**src/rtl/mmb_pkg.sv**
```systemverilog
package mmb_pkg;

   // access size code presented by the processor side
   typedef enum logic [1:0] {
      SZ_BYTE = 2'd0,
      SZ_HALF = 2'd1,
      SZ_WORD = 2'd2,
      SZ_RSVD = 2'd3
   } size_e;

   // transfer phase of the sequencer
   typedef enum logic [1:0] {
      PH_IDLE = 2'd0,
      PH_LO   = 2'd1,
      PH_HI   = 2'd2
   } phase_e;

endpackage

```
**src/rtl/mmb_lane_plan.sv**
```systemverilog
// Places the request bytes onto a double-word lane pair and derives the
// byte enables of the lower and upper transfer.
module mmb_lane_plan #(
   parameter int DATA_W = 32,
   localparam int BYTES = DATA_W / 8,
   localparam int OFS_W = $clog2(BYTES)
) (
   input  logic [OFS_W-1:0]  off,
   input  logic [OFS_W:0]    nbytes,
   input  logic [DATA_W-1:0] wdata,
   output logic [BYTES-1:0]  be_lo,
   output logic [BYTES-1:0]  be_hi,
   output logic [DATA_W-1:0] wd_lo,
   output logic [DATA_W-1:0] wd_hi,
   output logic              straddle
);

   for (genvar j = 0; j < 2 * BYTES; j++) begin : g_lane
      logic       sel;
      logic [7:0] byte_v;

      // lane j carries request byte (j - off) when that byte exists
      always_comb begin
         sel    = 1'b0;
         byte_v = 8'h00;
         for (int o = 0; o < BYTES; o++) begin
            if (int'(off) == o && j >= o && (j - o) < int'(nbytes)) begin
               sel    = 1'b1;
               byte_v = wdata[((j - o) % BYTES) * 8 +: 8];
            end
         end
      end

      if (j < BYTES) begin : g_lo
         assign be_lo[j]          = sel;
         assign wd_lo[j*8 +: 8]   = byte_v;
      end else begin : g_hi
         assign be_hi[j-BYTES]             = sel;
         assign wd_hi[(j-BYTES)*8 +: 8]    = byte_v;
      end
   end

   assign straddle = |be_hi;

   // the enabled lanes of both halves add up to the access size
   always_comb begin
      a_r2_lane_count: assert ($countones({be_hi, be_lo}) == int'(nbytes));
   end

endmodule

```
**src/rtl/mmb_read_merge.sv**
```systemverilog
// Picks the addressed bytes out of the captured word pair, moves them down
// to bit 0 and clears every byte above the access size.
module mmb_read_merge #(
   parameter int DATA_W = 32,
   localparam int BYTES = DATA_W / 8,
   localparam int OFS_W = $clog2(BYTES)
) (
   input  logic [DATA_W-1:0] lo_word,
   input  logic [DATA_W-1:0] hi_word,
   input  logic [OFS_W-1:0]  off,
   input  logic [OFS_W:0]    nbytes,
   output logic [DATA_W-1:0] rdata
);

   logic [2*DATA_W-1:0] pair;
   assign pair = {hi_word, lo_word};

   for (genvar i = 0; i < BYTES; i++) begin : g_out
      logic [7:0] b;
      always_comb begin
         b = 8'h00;
         for (int o = 0; o < BYTES; o++) begin
            if (int'(off) == o && i < int'(nbytes)) begin
               b = pair[(i + o) * 8 +: 8];
            end
         end
      end
      assign rdata[i*8 +: 8] = b;
   end

endmodule

```
**src/rtl/mmb_seq.sv**
```systemverilog
// Transfer sequencer: latches one request, runs the lower and (if needed)
// upper bus transfer, stretches on wait-request and pulses the acknowledge.
module mmb_seq
   import mmb_pkg::*;
#(
   parameter int ADDR_W = 32,
   parameter int DATA_W = 32,
   localparam int BYTES = DATA_W / 8,
   localparam int OFS_W = $clog2(BYTES),
   localparam int WA_W  = ADDR_W - OFS_W
) (
   input  logic              clk,
   input  logic              rst,
   input  logic              cpu_req,
   input  logic              cpu_we,
   input  logic [ADDR_W-1:0] cpu_addr,
   input  logic [DATA_W-1:0] cpu_wdata,
   input  logic [1:0]        cpu_size,
   output logic [DATA_W-1:0] cpu_rdata,
   output logic              cpu_ack,
   output logic [ADDR_W-1:0] av_address,
   output logic              av_read,
   output logic              av_write,
   output logic [BYTES-1:0]  av_byteenable,
   output logic [DATA_W-1:0] av_writedata,
   input  logic [DATA_W-1:0] av_readdata,
   input  logic              av_waitrequest,
   output logic [OFS_W-1:0]  pl_off,
   output logic [OFS_W:0]    pl_nbytes,
   output logic [DATA_W-1:0] pl_wdata,
   input  logic [BYTES-1:0]  pl_be_lo,
   input  logic [BYTES-1:0]  pl_be_hi,
   input  logic [DATA_W-1:0] pl_wd_lo,
   input  logic [DATA_W-1:0] pl_wd_hi,
   input  logic              pl_straddle,
   output logic [DATA_W-1:0] mg_lo,
   output logic [DATA_W-1:0] mg_hi,
   input  logic [DATA_W-1:0] mg_data
);

   phase_e            st_q;
   logic [WA_W-1:0]   wa_q;
   logic [OFS_W-1:0]  off_q;
   logic [OFS_W:0]    nb_q;
   logic              we_q;
   logic [DATA_W-1:0] wd_q;
   logic [DATA_W-1:0] lo_q;
   logic [DATA_W-1:0] rd_q;
   logic              ack_q;
   logic [OFS_W:0]    req_nb;
   logic              busy;
   logic              hi_ph;
   logic              beat_done;

   // size code to byte count; the reserved code falls back to a full word
   always_comb begin
      if (size_e'(cpu_size) == SZ_BYTE)      req_nb = (OFS_W+1)'(1);
      else if (size_e'(cpu_size) == SZ_HALF) req_nb = (OFS_W+1)'(2);
      else                                   req_nb = (OFS_W+1)'(BYTES);
   end

   assign busy      = (st_q != PH_IDLE);
   assign hi_ph     = (st_q == PH_HI);
   assign beat_done = busy && !av_waitrequest;

   always_ff @(posedge clk) begin
      if (rst) begin
         st_q  <= PH_IDLE;
         wa_q  <= '0;
         off_q <= '0;
         nb_q  <= '0;
         we_q  <= 1'b0;
         wd_q  <= '0;
         lo_q  <= '0;
         rd_q  <= '0;
         ack_q <= 1'b0;
      end else begin
         ack_q <= 1'b0;
         unique case (st_q)
            PH_IDLE: begin
               if (cpu_req) begin
                  wa_q  <= cpu_addr[ADDR_W-1:OFS_W];
                  off_q <= cpu_addr[OFS_W-1:0];
                  nb_q  <= req_nb;
                  we_q  <= cpu_we;
                  wd_q  <= cpu_wdata;
                  st_q  <= PH_LO;
               end
            end
            PH_LO: begin
               if (beat_done) begin
                  if (pl_straddle) begin
                     lo_q <= av_readdata;
                     st_q <= PH_HI;
                  end else begin
                     ack_q <= 1'b1;
                     rd_q  <= we_q ? '0 : mg_data;
                     st_q  <= PH_IDLE;
                  end
               end
            end
            PH_HI: begin
               if (beat_done) begin
                  ack_q <= 1'b1;
                  rd_q  <= we_q ? '0 : mg_data;
                  st_q  <= PH_IDLE;
               end
            end
            default: st_q <= PH_IDLE;
         endcase
      end
   end

   assign av_address    = {wa_q + WA_W'(hi_ph), {OFS_W{1'b0}}};
   assign av_read       = busy && !we_q;
   assign av_write      = busy && we_q;
   assign av_byteenable = !busy ? '0 : (hi_ph ? pl_be_hi : pl_be_lo);
   assign av_writedata  = hi_ph ? pl_wd_hi : pl_wd_lo;

   assign pl_off    = off_q;
   assign pl_nbytes = nb_q;
   assign pl_wdata  = wd_q;
   assign mg_lo     = hi_ph ? lo_q : av_readdata;
   assign mg_hi     = av_readdata;

   assign cpu_ack   = ack_q;
   assign cpu_rdata = rd_q;

   // read and write strobes are exclusive
   a_r8_no_rd_wr: assert property (@(posedge clk) disable iff (rst)
      !(av_read && av_write));

   // the bus is quiet while the acknowledge is shown
   a_r8_quiet_on_ack: assert property (@(posedge clk) disable iff (rst)
      cpu_ack |-> (!av_read && !av_write));

   // everything the slave sees is frozen across a stall
   a_r5_hold_on_wait: assert property (@(posedge clk) disable iff (rst)
      ((av_read || av_write) && av_waitrequest) |=>
         ($stable(av_address) && $stable(av_byteenable) &&
          $stable(av_writedata) && $stable(av_read) && $stable(av_write)));

   // bus address is word aligned and at least one lane is enabled
   a_r2_aligned: assert property (@(posedge clk) disable iff (rst)
      (av_read || av_write) |->
         (av_address[OFS_W-1:0] == '0 && av_byteenable != '0));

   // the acknowledge lasts one cycle
   a_r9_ack_pulse: assert property (@(posedge clk) disable iff (rst)
      cpu_ack |=> !cpu_ack);

   // an acknowledge follows a completed transfer
   a_r7_ack_after_beat: assert property (@(posedge clk) disable iff (rst)
      cpu_ack |-> $past((av_read || av_write) && !av_waitrequest));

   // the cycle after reset the bus and acknowledge are released
   a_r1_reset_quiet: assert property (@(posedge clk)
      $past(rst) |-> (!av_read && !av_write && !cpu_ack));

endmodule

```
**src/rtl/mm_single_bridge.sv**
```systemverilog
module mm_single_bridge #(
   parameter int ADDR_W = 32,
   parameter int DATA_W = 32,
   localparam int BYTES = DATA_W / 8,
   localparam int OFS_W = $clog2(BYTES)
) (
   input  logic              clk,
   input  logic              rst,
   input  logic              cpu_req,
   input  logic              cpu_we,
   input  logic [ADDR_W-1:0] cpu_addr,
   input  logic [DATA_W-1:0] cpu_wdata,
   input  logic [1:0]        cpu_size,
   output logic [DATA_W-1:0] cpu_rdata,
   output logic              cpu_ack,
   output logic [ADDR_W-1:0] av_address,
   output logic              av_read,
   output logic              av_write,
   output logic [BYTES-1:0]  av_byteenable,
   output logic [DATA_W-1:0] av_writedata,
   input  logic [DATA_W-1:0] av_readdata,
   input  logic              av_waitrequest
);

   // elaboration-time parameter checks
   if (DATA_W < 16 || (DATA_W & (DATA_W - 1)) != 0) begin : g_bad_data_w
      $error("mm_single_bridge: DATA_W must be a power of two of at least 16");
   end
   if (ADDR_W <= OFS_W + 1) begin : g_bad_addr_w
      $error("mm_single_bridge: ADDR_W too small for the word size");
   end

   logic [OFS_W-1:0]  pl_off;
   logic [OFS_W:0]    pl_nbytes;
   logic [DATA_W-1:0] pl_wdata;
   logic [BYTES-1:0]  pl_be_lo;
   logic [BYTES-1:0]  pl_be_hi;
   logic [DATA_W-1:0] pl_wd_lo;
   logic [DATA_W-1:0] pl_wd_hi;
   logic              pl_straddle;
   logic [DATA_W-1:0] mg_lo;
   logic [DATA_W-1:0] mg_hi;
   logic [DATA_W-1:0] mg_data;

   mmb_seq #(.ADDR_W(ADDR_W), .DATA_W(DATA_W)) u_seq (
      .clk            (clk),
      .rst            (rst),
      .cpu_req        (cpu_req),
      .cpu_we         (cpu_we),
      .cpu_addr       (cpu_addr),
      .cpu_wdata      (cpu_wdata),
      .cpu_size       (cpu_size),
      .cpu_rdata      (cpu_rdata),
      .cpu_ack        (cpu_ack),
      .av_address     (av_address),
      .av_read        (av_read),
      .av_write       (av_write),
      .av_byteenable  (av_byteenable),
      .av_writedata   (av_writedata),
      .av_readdata    (av_readdata),
      .av_waitrequest (av_waitrequest),
      .pl_off         (pl_off),
      .pl_nbytes      (pl_nbytes),
      .pl_wdata       (pl_wdata),
      .pl_be_lo       (pl_be_lo),
      .pl_be_hi       (pl_be_hi),
      .pl_wd_lo       (pl_wd_lo),
      .pl_wd_hi       (pl_wd_hi),
      .pl_straddle    (pl_straddle),
      .mg_lo          (mg_lo),
      .mg_hi          (mg_hi),
      .mg_data        (mg_data)
   );

   mmb_lane_plan #(.DATA_W(DATA_W)) u_plan (
      .off      (pl_off),
      .nbytes   (pl_nbytes),
      .wdata    (pl_wdata),
      .be_lo    (pl_be_lo),
      .be_hi    (pl_be_hi),
      .wd_lo    (pl_wd_lo),
      .wd_hi    (pl_wd_hi),
      .straddle (pl_straddle)
   );

   mmb_read_merge #(.DATA_W(DATA_W)) u_merge (
      .lo_word (mg_lo),
      .hi_word (mg_hi),
      .off     (pl_off),
      .nbytes  (pl_nbytes),
      .rdata   (mg_data)
   );

endmodule

```
**config.mk**
```make
export PLATFORM = sky130hd
export DESIGN_NAME = mm_single_bridge
export DESIGN_NICKNAME = d
export VERILOG_FILES = /design/src/rtl/mmb_pkg.sv /design/src/rtl/mmb_lane_plan.sv /design/src/rtl/mmb_read_merge.sv /design/src/rtl/mmb_seq.sv /design/src/rtl/mm_single_bridge.sv
export SDC_FILE = /design/constraint.sdc
export NUM_CORES = 1
export LEC_CHECK = 0
export ABC_AREA = 1
export BUFFER_PORTS_ARGS = -buffer_cell sky130_fd_sc_hd__buf_2
export CORE_ASPECT_RATIO = 1.5
export CORE_MARGIN = 8
export CORE_UTILIZATION = 30
export DETAILED_ROUTE_END_ITERATION = 10
export GPL_ROUTABILITY_DRIVEN = 0
export GPL_TIMING_DRIVEN = 0
export PLACE_DENSITY = 0.47
export SKIP_CTS_REPAIR_TIMING = 1
export SLEW_MARGIN = 15
export SYNTH_ARGS = -nofsm -noshare
export SYNTH_HDL_FRONTEND = slang
export SYNTH_SLANG_ARGS = --single-unit
```
**constraint.sdc**
```tcl
create_clock -name clk -period 2.1 [get_ports clk]
set_input_delay 0.105 -clock clk [delete_from_list [all_inputs] [get_ports clk]]
set_output_delay 0.105 -clock clk [all_outputs]
set_load 0.01 [all_outputs]
```
==> results of run 1 <==
[worst max-delay path: stages (launching register included)]
cell and delay (ns):
dfxtp_2 0.33, inv_2 0.07, ha_4 0.15, ha_4 0.17, nand3_4 0.12, nor2_4 0.17
nand2_2 0.08, nor3_4 0.19, nand3_2 0.12, xnor2_1 0.17, buf_2 0.15
[kinds of logic after synthesis]
family,Yosys count,share of synthesized area (%)
flip-flops,135,30.8
AO/OA/AOI/OAI,377,23.3
other,1,0.0427
AND/OR/NAND/NOR,694,32.4
adder cells (fa/ha/maj),5,0.712
buffers and inverters,237,10.6
XOR/XNOR,22,2.19
[final cells by class]
type / instances / share of cell area (%)
Clock inverter: 13 / 1.14
Tap cell: 395 / 3.79
Antenna cell: 1 / 0.0192
Inverter: 161 / 4.84
Clock buffer: 18 / 3.36
Buffer: 75 / 4.35
Multi-Input combinational cell: 1101 / 45.5
Timing Repair Buffer: 309 / 16.1
Sequential cell: 135 / 20.9
[metal layers]
metal / up-vias / global-route usage (%)
met2: 466 / 42.1
met5: - / 0
li1: 5457 / -
met4: 0 / 14.2
met3: 135 / 4.08
met1: 5237 / 26.0
[Yosys cell counts, types with 10 or more instances]
cell type	count
nor2_1	218
nand2_1	361
nor3_1	15
a21oi_1	106
o221ai_1	22
xor2_1	18
o22ai_1	18
inv_1	156
or2_2	10
buf_2	19
o21ai_0	203
nand3_1	56
clkbuf_1	49
dfxtp_1	135
[sequential cells by signal, summed over array words and instances (netlist names)]
signal	flops
u_seq.wa_q	30
u_seq.we_q	1
u_seq.pl_nbytes	3
u_seq.st_q	2
u_seq.cpu_rdata	32
u_seq.pl_wdata	32
u_seq.cpu_ack	1
u_seq.lo_q	32
u_seq.pl_off	2
[worst max-delay path by stage]
stage | startpoint | end | slack, ns
finish | u_seq.st_q[0] | av_address[19] | -0.18
global route | u_seq.st_q[0] | av_address[26] | -0.27
CTS | u_seq.st_q[0] | av_byteenable[3] | -1.08
detailed placement | u_seq.st_q[0] | av_byteenable[3] | -0.59
global placement | u_seq.st_q[0] | av_byteenable[3] | -0.64
floorplan | u_seq.st_q[0] | av_address[19] | 0.24
[power breakdown]
group          leakage [nW]  internal (mW)  switching, mW
logic                  4.51          0.739           1.30
registers              1.11           2.75          0.146
clock network         0.285           1.79           1.30
[through the flow]
stage	TNS [ns]	utilization (%)	cells
after global placement	-39.71	35.3	2070
after CTS	-66.66	37.3	2101
after floorplan	0	-	1472
after detailed placement	-38.60	35.3	2070
after global routing	-7.60	44.7	2208
final	-4.38	44.7	2208
[cell usage in the layout (no fill, tap or decap), types with 10 or more instances in the layout]
master	n
nand2_1	326
buf_2	205
nor2_1	192
o21ai_0	169
inv_1	138
dfxtp_1	125
a21oi_1	103
buf_4	51
dlygate4sd3_1	50
nand3_1	46
nor2_4	30
nand2_2	26
o21ai_1	26
clkbuf_1	21
o221ai_1	19
buf_6	19
clkbuf_16	19
xor2_1	16
inv_2	14
nand2_4	13
o22ai_1	13
o21ai_2	11
clkbuf_2	10
or2_2	10
==> metrics list, run 1 <==
- The run finished, with violations left.
- The final reports fail on negative hold slack, negative setup slack.
- Critical path data required time: 2.00 ns
* Highest layer used for signal routing: met4
* Total count of max-transition violations in the final report: 0
- Detail Placement HPWL: 31.8 mm
- Summed over all cells, the static leakage comes to 5.91 nW.
* Hold Crit Depth: 3
- At the placement stage, the worst setup path has a slack of -0.587 ns.
- Data on the critical path arrives at its endpoint at 2.18 ns.
- Wire per inst: 19.8 um
* Hold_sp: cpu_addr[17]
* Clock Sinks: 135
- Via total after detailed routing: 11,295
- Share of layout cells above drive strength 1: 28.9%
* Post-detailed-route via-to-cell ratio: 5.12
- EDFF count, synth: 0
- For this block, the routed nets add up to 43.8 mm of wire.
- Vertical die dimension: 226 um
- Summing all flip-flop and latch instances after layout gives 2730 um^2.
* Final design area excluding fillers: 13,100 um^2
* Largest net degree at the start of global routing: 17
* Width of the die: 156 um
- Worst hold-check path type: input pin to flop
- The synthesized design contains 135 register bits.
* MaxCap Viol Count: 0
- Once placement finished, the instance area stood at 10,300 um^2.
- In the routed design, unresolved DRC markers number 0.
* Hold-critical path endpoint: u_seq.wa_q[15]
- Layout Area Growth over Synthesis: 48.6%
- Unrepaired setup endpoints after global routing: yes
- VDD sags by at most 0.590 mV.
* Number of antenna violations at the first check in global routing: 1
- Setup violations remaining at the end of the flow were counted as 50.
* Tightest Pin Transition: 0.838 ns
* Iteration-0 DRC Markers: 847
* Vias in the first global route: 10,737
* Effective utilization at floorplan: 30.1%
* Worst setup path category: flop to output port
* Total met3 wirelength after detailed routing: 2.63 mm
- Global Route Usage Sum: 23.7%
- TritonCTS built the clock tree.
- The clock reaches the later pin of the worst-skew pair after 0.45 ns.
* Cell variety after synth: 40
- The die covers 35,100 um^2.
* Primary FF master, synth: dfxtp_1
* Worst Reg-to-Reg Cells: 9
- The biggest area contributor in the post-synthesis netlist is dfxtp_1.
- For this run, asynchronously set or reset flops after synthesis account for 0%.
* Max transition margin: 44.2%
* Mean area per synthesized cell: 5.97 um^2
- Kind of end point of the critical path: output port
* Number of buffer cells added on primary ports: 203
- Of the synthesized area, sequential elements account for 30.8%.
* Site row count: 77
- The smallest clock period supported by the final layout is computed as 2.28 ns.
- The setup check on the worst reg-to-reg path leaves a slack of 0.11 ns.
- Core Footprint: 29,200 um^2
- Reg2reg end: u_seq.lo_q[15]
- The design draws 8.03 mW.
* Critical path fanouts, max: 4
- Startpoint types: flop
* Post-detailed-route count of antenna-violating nets: 0
* Setup ws final: -0.183 ns
- Aggregate global routing overflow: 0
- The first TritonRoute pass finished after 5 iterations.
- Number of hold-slack violations in the final timing report: 33
- Final worst hold slack: -0.0874 ns
- Power per standard cell area: 615 nW/um^2
- The longest clock path from root to sink contains 2 buffers.
- Worst-case clock skew: 0.00994 ns
- Critical R2R Launch: u_seq.pl_nbytes[2]
- Area used by multi-input combinational logic: 5940 um^2
* Met1 Routed Length: 16.9 mm
- Total number of nets in the final design: 1,908
- Yosys attributes the largest share of cell area to dfxtp_1 31%, nand2_1 15%, o21ai_0 12%, nor2_1 9.3%, inv_1 6.7%.
- Filler cell count in the final layout: 3,177
- Clock slew at reported path FFs: 0.06 ns
* Number of buffers created by CTS: 17
- After detailed routing, the met2 layer carries 22.0 mm of wire.
- Count of yosys warnings during synthesis: 0
- The H-tree was split into 4 levels.
- Clock Root Buffer: clkbuf_16
- Gate Count Post-Synth: 1,471
* Area of the mapped netlist: 8790 um^2
- Based on the critical path, the design can be clocked at up to 438 MHz.
- The synthesized design devotes to its leading area cell type 30.8% of total area.
* First-pass GRT wire length: 62.9 mm
- 206 I/O pins were placed.
* Final period util: 109%
Power figures use the tool's default switching activity.
==> inputs of run 2 (changes only) <==
Settings changed: REMOVE_ABC_BUFFERS set to 1.
==> metrics list, run 2 (synthesis results as in run 1) <==
- Clock Sinks: 135
* Maximum clock path buffer count: 2
- Setup repair after global routing could not meet its margin everywhere.
* Total count of max-transition violations in the final report: 0
- Subtracting the final worst setup slack from the clock period gives 2.56 ns.
- CTS tree: yes
- Across the run, the number of max-cap violations was 0.
- Clock Root Buffer: clkbuf_16
* Wire per inst: 19.8 um
- The initialized floorplan defines 77 standard-cell rows.
- Worst Reg-to-Reg Cells: 17
- Timing analysis after detailed placement gives a worst setup slack of -1.27 ns.
* Final setup violating endpoints: 112
- Vertical die dimension: 226 um
* Pleak: 6.40 nW
* IR Drop Worst-Case VDD: 0.567 mV
- The critical path is of the flop to output port type.
- Largest net degree at the start of global routing: 106
- In the routed design, unresolved DRC markers number 0.
- Width of the die: 156 um
* Final period util: 122%
- Relative to the synthesized area, the layout overhead comes to 57.2%.
- Global routing used 21.3% of the available tracks.
* Critical R2R Launch: u_seq.st_q[0]
- After layout, the design draws a total of 8.15 mW.
- Total number of nets in the final design: 1,932
- For this configuration, the core starts out at a cell density of 30.1%.
- For this run, the detailed router's first-pass iteration total came to 5.
- Violated checks: negative hold slack, negative setup slack
* Number of buffer cells added on primary ports: 203
- The worst hold path belongs to the class input pin to flop.
- Number of hold-slack violations in the final timing report: 28
- After filler insertion, the fill cell instance count of the layout stands at 3,001.
* Final standard cell utilization of the core: 47.3%
* Register-to-register setup slack: -0.16 ns
- Hold_sp: av_readdata[22]
* Setup ws final: -0.456 ns
* Vias in the first global route: 10,257
- Clock tree synthesis inserted a total of 17 buffers.
- Worst-case clock skew: 0.0109 ns
- Hold-critical path endpoint: u_seq.lo_q[22]
- For this run, the top clock speed supported by timing is 391 MHz.
- Core Footprint: 29,200 um^2
- Hold Crit Depth: 3
* First-pass GRT wire length: 57.7 mm
- Leading cell type in the layout, fill and taps excluded: nand2_1
- Die Area: 35,100 um^2
- Summing over every cut layer, the via total after detailed routing is 11,478.
* Clock slew at reported path FFs: 0.06 ns
- After detailed routing, the wire length on met1 is 16.7 mm.
- After legalization and detailed placement, the total HPWL measured 26.4 mm.
- The clock reaches the later pin of the worst-skew pair after 0.45 ns.
- Power per standard cell area: 590 nW/um^2
- Reg2reg end: u_seq.cpu_rdata[10]
* Critical path fanouts, max: 6
- Most frequent cells in the layout: 321 x nand2_1, 198 x buf_2, 194 x nor2_1
* Aggregate global routing overflow: 0
* Number of top-level pins: 206
- Headroom to the max-slew limit came out at 46.3%.
- The critical path starts at u_seq.st_q[0].
- Critical path data required time: 2.00 ns
- The tightest hold path in the finished design has a slack of -0.0676 ns.
* Status: finished with violations
- Routed signal wires occupy layers up through met4.
- At the pin with the least slew margin, the transition time is 0.801 ns.
- Startpoint types: flop
* Post-detailed-route via-to-cell ratio: 5.14
- Worst EP arrival: 2.45 ns
- Number of antenna violations at the first check in global routing: 0
* Maximum level of the CTS H-tree: 4
- For this block, the initial DRC count from the detailed router was 867.
- Post-detailed-route count of antenna-violating nets: 0
- Summed over all nets, wire length on met3 after detailed routing comes to 2.94 mm.
- Total routed wirelength: 44.2 mm
* Kind of end point of the critical path: output port
* Met2 wire length: 22.2 mm
- Of the cells placed in the final design, the portion with a size suffix greater than 1 is 30.5%.
[run 2: where the power goes]
group	leakage (nW)	switching (mW)	internal [mW]
Clock	0.284	1.20	1.88
Combinational	5.00	1.35	0.824
Sequential	1.11	0.152	2.75
[run 2: metal layers]
metal / GRT usage, % / vias to the layer above
li1: - / 5516
met1: 23.5 / 5289
met2: 38.4 / 528
met3: 4.31 / 145
met4: 9.64 / 0
met5: 0 / -
[run 2: area by class of cell]
class                   instances  area (um^2)  share of cell area, %
repair inverters                3         32.5                  0.235
diodes                          1         2.50                 0.0181
clock inverters                 9          126                  0.915
flip-flops and latches        135         2730                   19.8
clock buffers                  22          454                   3.29
repair buffers                396         3080                   22.3
well taps                     395          494                   3.58
inverters                     161          691                   5.00
multi-input cells            1110         6200                   44.9
[run 2: worst max-delay path by stage]
stage	end	cells past startpoint
2_1_floorplan	u_seq.cpu_rdata[22]	9
3_5_place_dp	av_address[19]	11
5_1_grt	av_address[18]	11
4_1_cts	av_address[19]	11
6_report	av_address[24]	10
3_3_place_gp	u_seq.cpu_rdata[22]	9
[run 2: metrics by stage]
step / instance area [um^2] / cells / setup TNS, ns
after global placement: 9970 / 1994 / -557.49
after CTS: 10700 / 2029 / -147.79
after detailed placement: 10100 / 1998 / -114.21
after floorplan: 8460 / 1396 / -179.55
after global routing: 13800 / 2231 / -26.99
final: 13800 / 2232 / -16.10
[run 2: worst max-delay path, cell delays in order (launching register included)]
cell and delay (ns):
dfxtp_2 0.33, inv_2 0.08, ha_4 0.22, buf_16 0.15
ha_4 0.17, ha_4 0.16, nand2_4 0.07, nor3_4 0.28
nand4_1 0.20, xor2_1 0.18, buf_2 0.15
==> inputs of run 3 (changes only) <==
Settings changed: ABC_CLOCK_PERIOD_IN_PS set to 2100, GPL_TIMING_DRIVEN 0 to unset, REMOVE_ABC_BUFFERS 1 to unset.
==> metrics list, run 3 (synthesis results as in run 1) <==
* Status: finished with violations
- The final reports fail on negative hold slack, negative setup slack.
* Total routed wirelength: 40.0 mm
* Global Route Usage Sum: 21.4%
- STA classifies the critical path startpoint as a flop.
- Highest clock frequency the design can meet: 453 MHz
- In the routed layout, each cell is associated on average with a via count of 4.98.
- Leading cell type in the layout, fill and taps excluded: nand2_1
- Share of layout cells above drive strength 1: 29.7%
* Layout Area Growth over Synthesis: 50.1%
- Core Footprint: 29,200 um^2
- Wire per inst: 18.1 um
- First-pass GRT wire length: 57.9 mm
- Across the run, the number of max-cap violations was 0.
- The initial utilization of the core area, before any placement, comes to 30.1%.
- In this run the worst hold path is classified as input pin to flop.
* Placement-stage worst setup slack: 0.0483 ns
* Via total after detailed routing: 10,994
- Critical path data required time: 2.00 ns
- Register-to-register setup slack: 0.10 ns
* Post-detailed-route count of antenna-violating nets: 0
- For this design the static power due to leakage is 6.06 nW.
- For this run, design rule violations remaining after detail routing come to 0.
- Maximum clock path buffer count: 2
- Site row count: 77
* Worst EP arrival: 2.10 ns
- In this run the power density over the cells is 608 nW/um^2.
- Clock Sinks: 135
- Final period util: 105%
- Setup ws final: -0.105 ns
* Max transition margin: 48.5%
* Worst setup path category: flop to output port
- CTS tree: yes
- Antenna cells: 0
- Tightest Pin Transition: 0.772 ns
- IR Drop Worst-Case VDD: 0.569 mV
- Total number of nets in the final design: 1,906
* Final setup violating endpoints: 28
- In this run, placement finished with an instance count of 2,068.
* Drt first pass iters: 5
- Aggregate global routing overflow: 0
* Number of buffer cells added on primary ports: 203
- Kind of end point of the critical path: output port
* Clock latency on the worst-skew pair: 0.44 ns
- Across all hold checks on the routed design, the worst slack comes to -0.0558 ns.
- In this run the number of H-tree levels came out at 4.
- Clock-pin slew was measured on the worst setup and hold paths at 0.07 ns.
- Iteration-0 DRC Markers: 747
- Most frequent cells in the layout: 323 x nand2_1, 199 x nor2_1, 197 x buf_2
- Vias in the first global route: 10,372
* Final standard cell utilization of the core: 45.2%
* Worst-case clock skew: 0.0121 ns
- 206 I/O pins were placed.
* Number of buffers created by CTS: 17
* Unrepaired setup endpoints after global routing: yes
* Number of hold-slack violations in the final timing report: 23
* Largest net degree at the start of global routing: 57
- The final-report max-slew violation count is 0.
- Width of the die: 156 um
* Clock Root Buffer: clkbuf_16
- Detail Placement HPWL: 28.2 mm
- In this run the cell area measured after placement is 10,700 um^2.
- Excluding fillers, the count of instances in the completed layout stands at 2,206.
- After routing the design area is 13,200 um^2.
- Number of antenna violations at the first check in global routing: 0
- Vertical die dimension: 226 um
* Critical path fanouts, max: 3
- The die covers 35,100 um^2.
- The routed design could run at a clock period as short as 2.21 ns.
-- run 3: metal layers --
layer / vias up / track usage (%) / routed length [um]
met5: - / 0 / 0
met4: 0 / 11.6 / 1940
met3: 102 / 3.85 / 2050
met2: 394 / 37.9 / 20100
met1: 5059 / 23.8 / 15900
li1: 5439 / - / -
-- run 3: layout make-up --
type	instances	area [um^2]
clock buffer	20	457
timing repair buffer	382	2860
fill	3156	16000
sequential	135	2730
tap	395	494
multi-input combinational	1101	5870
inverter	161	641
clock inverter	12	144
-- run 3: worst max-delay path, stage by stage (launching register included) --
cell and delay, ns:
dfxtp_2 0.32, inv_2 0.07, ha_4 0.17, ha_4 0.17, nand3_2 0.11, nor2_2 0.14
nand2_1 0.07, nor3_2 0.18, buf_4 0.15, xor2_1 0.13, buf_2 0.14
-- run 3: worst paths after layout --
path,from,to,cells after the start
min reg2reg,u_seq.cpu_rdata[27],u_seq.cpu_rdata[27],2
min,av_readdata[17],u_seq.lo_q[17],3
max,u_seq.st_q[0],av_address[11],10
max reg2reg,u_seq.st_q[0],u_seq.cpu_rdata[15],15
-- run 3: report_power, final --
group	switching, mW	total (mW)	internal [mW]
Sequential	0.147	2.89	2.75
Combinational	1.23	1.99	0.762
Clock	1.31	3.14	1.83
Total	2.68	8.02	5.34
-- run 3: per-stage QoR --
step / total power, mW / setup TNS (ns)
6_report: 8.02 / -1.51
5_1_grt: 8.41 / -5.65
4_1_cts: 7.77 / -15.40
3_5_place_dp: 4.63 / 0
3_3_place_gp: 4.62 / 0
2_1_floorplan: 3.88 / 0
